==> config.mk <==
export PLATFORM = sky130hd
export DESIGN_NAME = flash_prog_seq
export DESIGN_NICKNAME = d
export VERILOG_FILES = /design/src/rtl/flash_seq_pkg.sv /design/src/rtl/flash_cmd_table.sv /design/src/rtl/flash_bus_cycle.sv /design/src/rtl/flash_prog_seq.sv
export SDC_FILE = /design/constraint.sdc
export NUM_CORES = 1
export LEC_CHECK = 0
export ABC_CLOCK_PERIOD_IN_PS = 2900
export BUFFER_PORTS_ARGS = -buffer_cell sky130_fd_sc_hd__buf_2
export CORE_UTILIZATION = 50
export CTS_BUF_LIST = sky130_fd_sc_hd__clkbuf_8
export DETAILED_ROUTE_END_ITERATION = 8
export PLACE_DENSITY = 0.7
export SETUP_SLACK_MARGIN = 0.3
export SYNTH_ARGS = -nofsm -noshare
export SYNTH_HDL_FRONTEND = slang
export SYNTH_SLANG_ARGS = --single-unit
==> constraint.sdc <==
create_clock -name clk -period 2.9 [get_ports clk]
set_clock_uncertainty 0.15 [all_clocks]
set_input_delay 0.29 -clock clk [delete_from_list [all_inputs] [get_ports clk]]
set_output_delay 0.29 -clock clk [all_outputs]
set_load 0.05 [all_outputs]
==> src/rtl/flash_seq_pkg.sv <==
package flash_seq_pkg;

    typedef enum logic [1:0] {
        ASEL_CMD    = 2'd0,
        ASEL_ALT    = 2'd1,
        ASEL_TARGET = 2'd2
    } asel_e;

    typedef enum logic [2:0] {
        ST_IDLE,
        ST_FETCH,
        ST_ISSUE,
        ST_POLL,
        ST_RECHECK,
        ST_RESET,
        ST_DONE
    } seq_state_e;

    typedef enum logic [1:0] {
        BC_IDLE,
        BC_SETUP,
        BC_STROBE,
        BC_HOLD
    } bus_state_e;

    localparam logic [14:0] OFFS_CMD = 15'h5555;
    localparam logic [14:0] OFFS_ALT = 15'h2AAA;

    localparam logic [7:0] CODE_KEY_A      = 8'hAA;
    localparam logic [7:0] CODE_KEY_B      = 8'h55;
    localparam logic [7:0] CODE_PROGRAM    = 8'hA0;
    localparam logic [7:0] CODE_ERASE_ARM  = 8'h80;
    localparam logic [7:0] CODE_SECTOR_GO  = 8'h30;
    localparam logic [7:0] CODE_READ_MODE  = 8'hF0;

endpackage

==> src/rtl/flash_cmd_table.sv <==
module flash_cmd_table
    import flash_seq_pkg::*;
(
    input  logic        erase,
    input  logic [2:0]  step,
    output logic [7:0]  code,
    output asel_e       sel,
    output logic        use_data,
    output logic        last
);

    always_comb begin
        code     = CODE_KEY_A;
        sel      = ASEL_CMD;
        use_data = 1'b0;
        last     = 1'b0;
        if (!erase) begin
            case (step)
                3'd0: begin code = CODE_KEY_A;   sel = ASEL_CMD; end
                3'd1: begin code = CODE_KEY_B;   sel = ASEL_ALT; end
                3'd2: begin code = CODE_PROGRAM; sel = ASEL_CMD; end
                default: begin
                    sel      = ASEL_TARGET;
                    use_data = 1'b1;
                    last     = 1'b1;
                end
            endcase
        end else begin
            case (step)
                3'd0: begin code = CODE_KEY_A;     sel = ASEL_CMD; end
                3'd1: begin code = CODE_KEY_B;     sel = ASEL_ALT; end
                3'd2: begin code = CODE_ERASE_ARM; sel = ASEL_CMD; end
                3'd3: begin code = CODE_KEY_A;     sel = ASEL_CMD; end
                3'd4: begin code = CODE_KEY_B;     sel = ASEL_ALT; end
                default: begin
                    code = CODE_SECTOR_GO;
                    sel  = ASEL_TARGET;
                    last = 1'b1;
                end
            endcase
        end
    end

endmodule

==> src/rtl/flash_bus_cycle.sv <==
module flash_bus_cycle
    import flash_seq_pkg::*;
#(
    parameter int ADDR_W      = 17,
    parameter int STROBE_CLKS = 3
) (
    input  logic              clk,
    input  logic              rst_n,
    input  logic              req,
    input  logic              req_rd,
    input  logic [ADDR_W-1:0] req_addr,
    input  logic [7:0]        req_data,
    output logic              ack,
    output logic [7:0]        rdata,
    output logic [ADDR_W-1:0] bus_addr,
    output logic [7:0]        bus_wdata,
    output logic              bus_oe,
    output logic              bus_we_n,
    output logic              bus_re_n,
    input  logic [7:0]        bus_rdata
);

    localparam int CNT_W = (STROBE_CLKS > 1) ? $clog2(STROBE_CLKS) : 1;
    localparam logic [CNT_W-1:0] CNT_LAST = CNT_W'(STROBE_CLKS - 1);

    typedef struct packed {
        bus_state_e        st;
        logic [CNT_W-1:0]  cnt;
        logic              is_rd;
        logic [ADDR_W-1:0] addr;
        logic [7:0]        wdata;
        logic [7:0]        rdata;
    } bc_t;

    bc_t q, d;

    always_comb begin
        d   = q;
        ack = 1'b0;
        case (q.st)
            BC_IDLE: begin
                if (req) begin
                    d.addr  = req_addr;
                    d.wdata = req_data;
                    d.is_rd = req_rd;
                    d.st    = BC_SETUP;
                end
            end
            BC_SETUP: begin
                d.cnt = '0;
                d.st  = BC_STROBE;
            end
            BC_STROBE: begin
                if (q.cnt == CNT_LAST) begin
                    if (q.is_rd) d.rdata = bus_rdata;
                    d.st = BC_HOLD;
                end else begin
                    d.cnt = q.cnt + 1'b1;
                end
            end
            default: begin
                ack  = 1'b1;
                d.st = BC_IDLE;
            end
        endcase
    end

    always_ff @(posedge clk or negedge rst_n) begin
        if (!rst_n) begin
            q <= '{st: BC_IDLE, cnt: '0, is_rd: 1'b0, addr: '0, wdata: '0, rdata: '0};
        end else begin
            q <= d;
        end
    end

    assign rdata     = q.rdata;
    assign bus_addr  = q.addr;
    assign bus_wdata = q.wdata;
    assign bus_oe    = (q.st != BC_IDLE) && !q.is_rd;
    assign bus_we_n  = !((q.st == BC_STROBE) && !q.is_rd);
    assign bus_re_n  = !((q.st == BC_STROBE) && q.is_rd);

    // strobe-width monitor
    logic [CNT_W+1:0] low_run_q;
    always_ff @(posedge clk or negedge rst_n) begin
        if (!rst_n)        low_run_q <= '0;
        else if (!bus_we_n) low_run_q <= low_run_q + 1'b1;
        else               low_run_q <= '0;
    end

    assert_strobe_len_R3: assert property (@(posedge clk) disable iff (!rst_n)
        $rose(bus_we_n) |-> (low_run_q == (CNT_W+2)'(STROBE_CLKS)));

    assert_setup_stable_R3: assert property (@(posedge clk) disable iff (!rst_n)
        $fell(bus_we_n) |-> ($stable(bus_addr) && $stable(bus_wdata)));

    assert_hold_stable_R3: assert property (@(posedge clk) disable iff (!rst_n)
        $rose(bus_we_n) |=> ($stable(bus_addr) && $stable(bus_wdata)));

endmodule

==> src/rtl/flash_prog_seq.sv <==
module flash_prog_seq
    import flash_seq_pkg::*;
#(
    parameter int ADDR_W      = 17,
    parameter int COUNT_W     = 8,
    parameter int STROBE_CLKS = 3,
    parameter int SECTOR_W    = 14
) (
    input  logic               clk,
    input  logic               rst_n,
    input  logic               cmd_valid,
    output logic               cmd_ready,
    input  logic               cmd_erase,
    input  logic [ADDR_W-1:0]  cmd_addr,
    input  logic [COUNT_W-1:0] cmd_len,
    input  logic               dat_valid,
    output logic               dat_ready,
    input  logic [7:0]         dat_byte,
    output logic               done,
    output logic               done_ok,
    output logic [COUNT_W-1:0] done_count,
    output logic [ADDR_W-1:0]  fl_addr,
    output logic [7:0]         fl_wdata,
    output logic               fl_oe,
    output logic               fl_we_n,
    output logic               fl_re_n,
    input  logic [7:0]         fl_rdata
);

    localparam logic [ADDR_W-1:0] ADDR_CMD = ADDR_W'(OFFS_CMD);
    localparam logic [ADDR_W-1:0] ADDR_ALT = ADDR_W'(OFFS_ALT);

    typedef struct packed {
        seq_state_e         st;
        logic               erase;
        logic [2:0]         step;
        logic [ADDR_W-1:0]  addr;
        logic [7:0]         dbyte;
        logic [COUNT_W-1:0] len;
        logic [COUNT_W-1:0] count;
        logic               ok;
    } seq_t;

    seq_t q, d;

    logic              bc_req, bc_rd, bc_ack;
    logic [ADDR_W-1:0] bc_addr;
    logic [7:0]        bc_data, bc_rdata;
    logic [7:0]        tbl_code;
    asel_e             tbl_sel;
    logic              tbl_use_data, tbl_last;
    logic              expect7, hit, unit_good;
    logic [COUNT_W-1:0] next_count;

    flash_cmd_table i_table (
        .erase    (q.erase),
        .step     (q.step),
        .code     (tbl_code),
        .sel      (tbl_sel),
        .use_data (tbl_use_data),
        .last     (tbl_last)
    );

    flash_bus_cycle #(
        .ADDR_W      (ADDR_W),
        .STROBE_CLKS (STROBE_CLKS)
    ) i_bus (
        .clk       (clk),
        .rst_n     (rst_n),
        .req       (bc_req),
        .req_rd    (bc_rd),
        .req_addr  (bc_addr),
        .req_data  (bc_data),
        .ack       (bc_ack),
        .rdata     (bc_rdata),
        .bus_addr  (fl_addr),
        .bus_wdata (fl_wdata),
        .bus_oe    (fl_oe),
        .bus_we_n  (fl_we_n),
        .bus_re_n  (fl_re_n),
        .bus_rdata (fl_rdata)
    );

    assign expect7    = q.erase ? 1'b1 : q.dbyte[7];
    assign hit        = (bc_rdata[7] == expect7);
    assign next_count = q.count + 1'b1;

    always_comb begin
        d         = q;
        bc_req    = 1'b0;
        bc_rd     = 1'b0;
        bc_addr   = q.addr;
        bc_data   = '0;
        unit_good = 1'b0;
        case (q.st)
            ST_IDLE: begin
                if (cmd_valid) begin
                    d.erase = cmd_erase;
                    d.len   = cmd_len;
                    d.count = '0;
                    d.step  = '0;
                    d.ok    = 1'b0;
                    if (cmd_erase) begin
                        d.addr = {cmd_addr[ADDR_W-1:SECTOR_W], {SECTOR_W{1'b0}}};
                        d.st   = ST_ISSUE;
                    end else begin
                        d.addr = cmd_addr;
                        if (cmd_len == '0) begin
                            d.ok = 1'b1;
                            d.st = ST_DONE;
                        end else begin
                            d.st = ST_FETCH;
                        end
                    end
                end
            end
            ST_FETCH: begin
                if (dat_valid) begin
                    d.dbyte = dat_byte;
                    d.step  = '0;
                    d.st    = ST_ISSUE;
                end
            end
            ST_ISSUE: begin
                bc_req = 1'b1;
                case (tbl_sel)
                    ASEL_CMD: bc_addr = ADDR_CMD;
                    ASEL_ALT: bc_addr = ADDR_ALT;
                    default:  bc_addr = q.addr;
                endcase
                bc_data = tbl_use_data ? q.dbyte : tbl_code;
                if (bc_ack) begin
                    if (tbl_last) d.st = ST_POLL;
                    else          d.step = q.step + 1'b1;
                end
            end
            ST_POLL: begin
                bc_req = 1'b1;
                bc_rd  = 1'b1;
                if (bc_ack) begin
                    if (hit)              unit_good = 1'b1;
                    else if (bc_rdata[5]) d.st = ST_RECHECK;
                end
            end
            ST_RECHECK: begin
                bc_req = 1'b1;
                bc_rd  = 1'b1;
                if (bc_ack) begin
                    if (hit) unit_good = 1'b1;
                    else     d.st = ST_RESET;
                end
            end
            ST_RESET: begin
                bc_req  = 1'b1;
                bc_data = CODE_READ_MODE;
                if (bc_ack) begin
                    d.ok = 1'b0;
                    d.st = ST_DONE;
                end
            end
            default: begin
                d.st = ST_IDLE;
            end
        endcase

        if (unit_good) begin
            d.count = next_count;
            if (q.erase || (next_count == q.len)) begin
                d.ok = 1'b1;
                d.st = ST_DONE;
            end else begin
                d.addr = q.addr + 1'b1;
                d.st   = ST_FETCH;
            end
        end
    end

    always_ff @(posedge clk or negedge rst_n) begin
        if (!rst_n) begin
            q <= '{st: ST_IDLE, erase: 1'b0, step: '0, addr: '0, dbyte: '0,
                   len: '0, count: '0, ok: 1'b0};
        end else begin
            q <= d;
        end
    end

    assign cmd_ready  = (q.st == ST_IDLE);
    assign dat_ready  = (q.st == ST_FETCH);
    assign done       = (q.st == ST_DONE);
    assign done_ok    = q.ok;
    assign done_count = q.count;

    assert_strobe_excl_R11: assert property (@(posedge clk) disable iff (!rst_n)
        !(!fl_we_n && !fl_re_n));

    assert_drive_on_write_R11: assert property (@(posedge clk) disable iff (!rst_n)
        !fl_we_n |-> fl_oe);

    assert_busy_blocks_cmd_R10: assert property (@(posedge clk) disable iff (!rst_n)
        (cmd_valid && cmd_ready) |=> !cmd_ready);

    assert_wait_for_data_R9: assert property (@(posedge clk) disable iff (!rst_n)
        (dat_ready && !dat_valid) |=> (fl_we_n && fl_re_n));

    assert_done_pulse_R7: assert property (@(posedge clk) disable iff (!rst_n)
        done |=> !done);

    assert_fail_resets_R6: assert property (@(posedge clk) disable iff (!rst_n)
        (done && !done_ok) |-> (fl_wdata == CODE_READ_MODE));

    assert_fail_count_R6: assert property (@(posedge clk) disable iff (!rst_n)
        (done && !done_ok && !q.erase) |-> (done_count < q.len));

endmodule

After elaboration in Yosys (flattened, before gate mapping)
Index checks and enable logic that the tools add are counted.
Storage, ports and cells
  flip-flop bits (word level): 87
  bits of input ports: 46
  output and inout bits: 40
  logic and storage cells: 142
Operators by class
  add/sub/neg operators: 4
  eq/ne operators: 33
  mux-type cells: 56
  reductions and logical operators: 35
Operators with widths (number)
  2-to-1 mux 17 bit: 4
  2-to-1 mux 3 bit: 16
  one-hot mux 17 bit (2 select lines): 1
  one-hot mux 8 bit (2 select lines): 2
  2-to-1 mux 24 bit: 1
  2-to-1 mux 8 bit: 3
  one-hot mux 8 bit (3 select lines): 1
  2-to-1 mux 9 bit: 2
  inequality test 3 bit, second input constant: 6
  one-hot mux 3 bit (6 select lines): 1
  adder 17 x 1 -> 17 bit, second input constant: 1
  2-to-1 mux 1 bit: 14
  2-to-1 mux 14 bit: 1
  == test 3 x 2 -> 1 bit, second input constant: 4
  == test 3 bit, second input constant: 4
  inequality test 2 bit, second input constant: 6
  inequality test 3 x 2 -> 1 bit, second input constant: 4
  one-hot mux 2 bit (2 select lines): 3
  AND reduction 2 bit: 6
  AND reduction 10 bit: 1
  one-hot mux 3 bit (3 select lines): 1
  OR reduction 3 bit: 3
  adder 8 x 1 -> 8 bit, second input constant: 1
  == test 8 bit: 1
  other kinds (23): 41

Longest topological paths before layout
Gate-level depths: netlist (run 1).
  word-level depth: 8
  depth in mapped cells: 10
  mapped depth without buffers: 8

Cells and area by module
Synthesis (run 1) repeated with hierarchy kept, for this count alone.
Unflattened totals
  cell total of the unflattened synthesis: 533
  area total of the unflattened synthesis: 5378.9 sq um
Modules (own cells, without submodules)
  flash_prog_seq: instances 1, cells each 377, area an instance 3311.9 sq um, sequential area each 1226.2 sq um
  flash_bus_cycle: instances 1, cells each 134, area an instance 1933.1 sq um, sequential area each 950.9 sq um
  flash_cmd_table: instances 1, cells each 22, area an instance 133.9 sq um, sequential area each 0.0 sq um

Worst setup path after synthesis (run 1)
No wires, ideal clock.
  kind: register to output
  start: register q[46] (netlist bit)
  end: output cmd_ready
  arrival: 1.928 ns
  required time: 2.460 ns
  path slack: 0.532 ns
  cell stages (with the launch flop): 4
  path buffers: 2
  cells stage by stage: dfrtp_1 clkbuf_1 buf_1 nor3_1
On the way
  cells in the longest elaborated chain, start to end: 1
Ends and longest elaborated chain
  start, declared: line flash_prog_seq.sv:44  | seq_t q, d;
  start signal, assigned: line flash_prog_seq.sv:180  | q <= '{st: ST_IDLE, erase: 1'b0, step: '0, addr: '0, dbyte: '0,
  zero test 3 bit: line flash_prog_seq.sv:187  | assign cmd_ready = (q.st == ST_IDLE);
  end, declared: line flash_prog_seq.sv:12  | output logic cmd_ready,
Every way passes these cells.

==> flow_summary.json, run 1 <==
{
  "slew_viol_final": 0,
  "ant_nets": 0,
  "cp_max_fo": 9,
  "hpwl_mm": 8.54,
  "vias": 4456,
  "irDropWorstVdd_v": 0.000592,
  "synth_top_area_share_pct": 40.3,
  "avgRoutedWirePerCell_um": 15.4,
  "final_util_pct": 58.8,
  "r2r_slack_ns": 0.40,
  "grt_max_degree": 82,
  "layout-drive-gt1-share_pct": 23.8,
  "synth-seq-area-share_pct": 40.3,
  "die_y_um": 102,
  "drtIter0Drc": 159,
  "power_density_nw_per_um2": 1120,
  "cts_tree": "yes",
  "grt.total_usage_pct": 23.9,
  "cts_inserted_buffers": 9,
  "nNetsFinal": 701,
  "worst_pin_slew_ns": 1.03,
  "die_w_um": 102,
  "synth_seq_cells": 81,
  "final_cell_mix": "nand2_1 (92), dfrtp_1 (80), buf_2 (79), o21ai_0 (61), nor2_1 (39)",
  "viasPerCell": 5.71,
  "cts.sinks": 81,
  "yosys.area.top_type": "dfrtp_1",
  "hold_viol": 0,
  "areaGrowthSynthToFinish_pct": 14.2,
  "fmax_mhz": 400,
  "cts-htree-levels": 3,
  "avgSynthCellArea_um2": 8.66,
  "synth_edf_count": 0,
  "grt_pass1_vias": 4152,
  "crit_path_start_kind": "flip-flop",
  "power_leakage_nw": 2.62,
  "path_clk_slew_ns": 0.09,
  "yosys_warnings": 0,
  "port_buffers": 79,
  "gp_congestion": 0.874,
  "cp.required_ns": 3.05,
  "synth_fp_nets": 639,
  "synth.area.top_cells": "dfrtp_1 (40%), nand2_1 (6.9%), o21ai_0 (6.1%)",
  "cts.path.max_buffers": 2,
  "hold_class": "in2reg",
  "wl_mm": 12.1,
  "setup_viol": 0,
  "finalCritPeriodShare_pct": 86.2,
  "ys_types": 69,
  "fillers": 876,
  "drt_pre_antenna_iters": 5,
  "slew_headroom_pct": 31.5,
  "status": "finished, final reports clean",
  "grt_pass1_wl_mm": 19.5,
  "fin_cells": 781,
  "maxCapViolations": 0,
  "arrival_ns": 2.65,
  "row_count": 36,
  "syn_inst": 581,
  "place_area_um2": 5340,
  "final.setup.tns_ns": 0,
  "final_area_um2": 5740,
  "die_area_um2": 10500,
  "start_util_pct": 51.5,
  "clkLatencyLatePin_ns": 0.37,
  "gr-total-overflow": 0,
  "synthFlopType": "dfrtp_1",
  "path_class": "reg2reg",
  "ios": 86,
  "dp_cells": 747,
  "antenna_found_initial": 0,
  "syn_area_um2": 5030,
  "root_buffer": "clkbuf_8",
  "cp-end-kind": "flip-flop",
  "async_reset_ff_share_pct": 100,
  "mostFrequentLayoutCell": "nand2_1",
  "power_mw": 6.44,
  "n_antenna_cell": 0,
  "min_period_ns": 2.50,
  "rsz0062_at_grt": "true",
  "drc_errors": 0,
  "design.core.area_um2": 9770
}
==> what timing repair did <==
| action | CTS | global route |
|---|---|---|
| endpoints found under the hold margin | 34 | 5 |
| setup endpoints to repair | 0 | 15 |
| gates resized for setup | 0 | 5 |
| buffers inserted | 0 | 3 |
| hold buffers | 10 | 5 |
==> where the power goes <==
part	leakage [nW]	internal, mW	switching (mW)
clock network	0.103	0.414	0.461
registers	1.02	1.63	0.519
logic	1.50	1.21	2.20
total	2.62	3.26	3.18
==> synthesized netlist by cell type, types with 7 or more instances <==
library cell,instances
a21oi_1,29
clkbuf_1,19
nor2_1,39
nor3_1,7
buf_4,34
a31oi_1,10
dfrtp_1,81
inv_1,17
nand3_1,15
o21ai_0,61
a211oi_1,8
ha_1,12
nand2_1,92
xor2_1,8
mux2_2,14
==> sequential cells by signal, indices dropped and copies added (netlist names) <==
signal and cells:
done_count 8, done_ok 1, i_bus.bus_wdata 8, i_bus.rdata 2, i_bus.bus_addr 17, i_bus.q 5, q 40
==> final timing paths <==
check	start	to	cells after the start
max	done_count[2]	q[35]	7
min	dat_byte[0]	q[17]	2
max reg2reg	done_count[2]	q[35]	7
min reg2reg	i_bus.bus_addr[9]	i_bus.bus_addr[9]	2
max in group asynchronous	rst_n	done_count[0]	2
min in group asynchronous	rst_n	i_bus.bus_addr[6]	2
==> area by class of cell <==
type / instances / area (µm²) / share of cell area [%]
clock buffers: 9 / 124 / 2.16
clock inverters: 7 / 83.8 / 1.46
inverters: 18 / 67.6 / 1.18
multi-input cells: 421 / 2590 / 45.1
flip-flops and latches: 81 / 2030 / 35.3
well taps: 133 / 166 / 2.90
repair buffers: 112 / 681 / 11.9
==> per-stage QoR <==
stage / setup WS [ns] / hold WS [ns]
6_report: 0.400 / 0.00689
5_1_grt: 0.303 / 0.000335
4_1_cts: 0.375 / 0.000393
3_5_place_dp: 0.402 / 0.314
3_3_place_gp: 0.460 / 0.307
2_1_floorplan: 0.532 / -0.156
==> per-layer routing <==
layer | wire length, µm | GRT usage (%) | up-vias
met5 | 0 | 0 | -
met4 | 185 | 8.02 | 0
met3 | 686 | 4.65 | 18
met2 | 5570 | 38.4 | 141
met1 | 5610 | 32.3 | 2109
li1 | - | - | 2188
==> worst max-delay path, stage by stage (launching register included) <==
cell	delay, ns
dfrtp_1	0.48
nor3b_1	0.19
o21a_1	0.21
o31a_1	0.38
and4_4	0.24
buf_2	0.18
or4_1	0.51
nand3_1	0.10
==> kinds of logic (layout without fill, tap and decap cells) <==
kind of cell | after synthesis | count (layout) | synth area share, %
AOI/OAI and AO/OA | 179 | 179 | 23.2
and+or+nand+nor | 200 | 200 | 19.0
DFF | 81 | 81 | 40.3
adders and majority gates | 12 | 12 | 2.98
buffers and inverters | 79 | 146 | 8.58
muxes | 17 | 17 | 3.73
xor gates and xnor gates | 13 | 13 | 2.26
No activity file was read; power rests on OpenSTA's default activity.
==> run 2, diff against run 1 <==
Settings changed: CELL_PAD_IN_SITES_DETAIL_PLACEMENT set to 1, CELL_PAD_IN_SITES_GLOBAL_PLACEMENT set to 1, CORE_UTILIZATION 50 to 44, PLACE_DENSITY 0.7 to 0.81.
==> run 2 against run 1 <==
Against the previous run:
- register-to-register slack lost 0.04 ns
- non-clock buffer count grew 15
- via count grew 4.0%
- largest cell class unchanged
- largest power group unchanged
- highest routed layer unchanged
==> flow_summary.json, run 2 (synthesis results as in run 1) <==
{
  "status": "finished, final reports clean",
  "viasPerCell": 5.77,
  "drtIter0Drc": 199,
  "die_area_um2": 11900,
  "ios": 86,
  "power_mw": 6.70,
  "die_y_um": 109,
  "wl_mm": 14.5,
  "ant_nets": 0,
  "areaGrowthSynthToFinish_pct": 17.3,
  "grt_pass1_wl_mm": 22.9,
  "final_cell_mix": "nand2_1 (91), dfrtp_1 (79), buf_2 (78), o21ai_0 (60), nor2_1 (38)",
  "maxCapViolations": 0,
  "start_util_pct": 45.8,
  "avgRoutedWirePerCell_um": 18.0,
  "n_antenna_cell": 0,
  "hold_viol": 0,
  "clockPowerShare_pct": 13.3,
  "power_density_nw_per_um2": 1140,
  "cts.sinks": 81,
  "intPower_mw": 3.40,
  "drc_errors": 0,
  "die_w_um": 109,
  "largest_reg_flops": 40,
  "fmax_mhz": 394,
  "slew_headroom_pct": 53.1,
  "row_count": 38,
  "cts-htree-levels": 3,
  "crit_path_start_kind": "flip-flop",
  "arrival_ns": 2.65,
  "path_clk_slew_ns": 0.09,
  "reg2reg_depth": 8,
  "grt_pass1_vias": 4669,
  "hold_class": "in2reg",
  "fillers": 1333,
  "cp_max_fo": 9,
  "antenna_found_initial": 0,
  "path_class": "reg2reg",
  "layout-drive-gt1-share_pct": 23.8,
  "mostFrequentLayoutCell": "nand2_1",
  "cts_inserted_buffers": 9,
  "rr_startpoint": "done_count[0]",
  "irDropWorstVdd_v": 0.000632,
  "hpwl_mm": 10.4,
  "final_area_um2": 5900,
  "gr-total-overflow": 0,
  "finalCritPeriodShare_pct": 87.6,
  "r2r_slack_ns": 0.36,
  "dp_cells": 758,
  "fin_cells": 803,
  "root_buffer": "clkbuf_8",
  "place_area_um2": 5390,
  "switching_power_mw": 3.30,
  "worstSetupStartpoint": "done_count[0]",
  "vias": 4634,
  "setup_viol": 0,
  "grt_max_degree": 53,
  "power_leakage_nw": 2.71,
  "max_flop_register": "q",
  "clkLatencyLatePin_ns": 0.38,
  "regToRegEndpoint": "q[33]",
  "grt.total_usage_pct": 25.3,
  "slew_viol_final": 0,
  "gp_congestion": 0.861,
  "rsz0062_at_grt": "true",
  "port_buffers": 79,
  "cp-end-kind": "flip-flop",
  "min_period_ns": 2.54,
  "worst_pin_slew_ns": 0.703,
  "swShare_pct": 49.3,
  "cts.path.max_buffers": 2,
  "design.core.area_um2": 11000,
  "cts_tree": "yes",
  "drt_pre_antenna_iters": 4,
  "nNetsFinal": 716,
  "combPwrFrac_pct": 53.6,
  "final.setup.tns_ns": 0,
  "worstHoldPathCells": 3,
  "worstSetupEndpoint": "q[33]",
  "seqPwrFrac_pct": 33.1,
  "cp.required_ns": 3.01
}
## run 2: cell type report
class | instances | area (µm²) | share of cell area [%]
inverters | 18 | 67.6 | 1.15
repair buffers | 127 | 826 | 14.0
multi-input cells | 421 | 2600 | 44.0
clock buffers | 9 | 124 | 2.10
well taps | 140 | 175 | 2.97
clock inverters | 7 | 80.1 | 1.36
flip-flops and latches | 81 | 2030 | 34.4
## run 2: power groups by stage
stage	sequential [mW]	combinational [mW]	clock, mW
final	2.22	3.59	0.893
after detailed placement	2.22	3.42	0
after global routing	2.29	3.91	0.955
after floorplan	1.98	2.95	0
after CTS	2.21	3.46	0.917
after global placement	2.18	3.29	0
## run 2: stage by stage
step	hold WS (ns)	utilization (%)	setup WS [ns]
2_1_floorplan	-0.156	-	0.532
3_3_place_gp	0.228	49.1	0.423
3_5_place_dp	0.233	49.1	0.370
4_1_cts	0.00410	53.0	0.314
5_1_grt	0.0197	53.7	0.260
6_report	0.0180	53.7	0.361
## run 2: routing by layer
metal	routed length (µm)	vias up	global-route usage (%)
met1	6260	2268	32.4
met2	7110	129	41.9
met5	0	-	0
met3	726	29	3.83
met4	379	0	11.7
li1	-	2208	-
## run 2: worst max-delay path, cell delays in order, from the launching register on
cell,delay [ns]
dfrtp_2,0.46
ha_1,0.35
xnor2_1,0.20
nand2_1,0.14
nor3b_4,0.31
and4_4,0.34
buf_4,0.15
a211oi_1,0.05
a221o_1,0.26
## run 2: worst min-delay path by stage
stage	startpoint	to	slack, ns
global placement	rst_n	i_bus.bus_addr[16]	0.23
finish	cmd_addr[9]	q[34]	0.02
global route	dat_byte[5]	q[22]	0.02
detailed placement	rst_n	i_bus.bus_addr[16]	0.23
floorplan	rst_n	done_count[0]	-0.16
CTS	cmd_addr[9]	q[34]	0.004
## run 2: timing repair
action / in CTS / in global routing
gates resized for setup: 0 / 9
endpoints found under the hold margin: 71 / 0
endpoints found under the setup margin: 0 / 17
hold buffers: 22 / 0
buffers inserted: 0 / 7
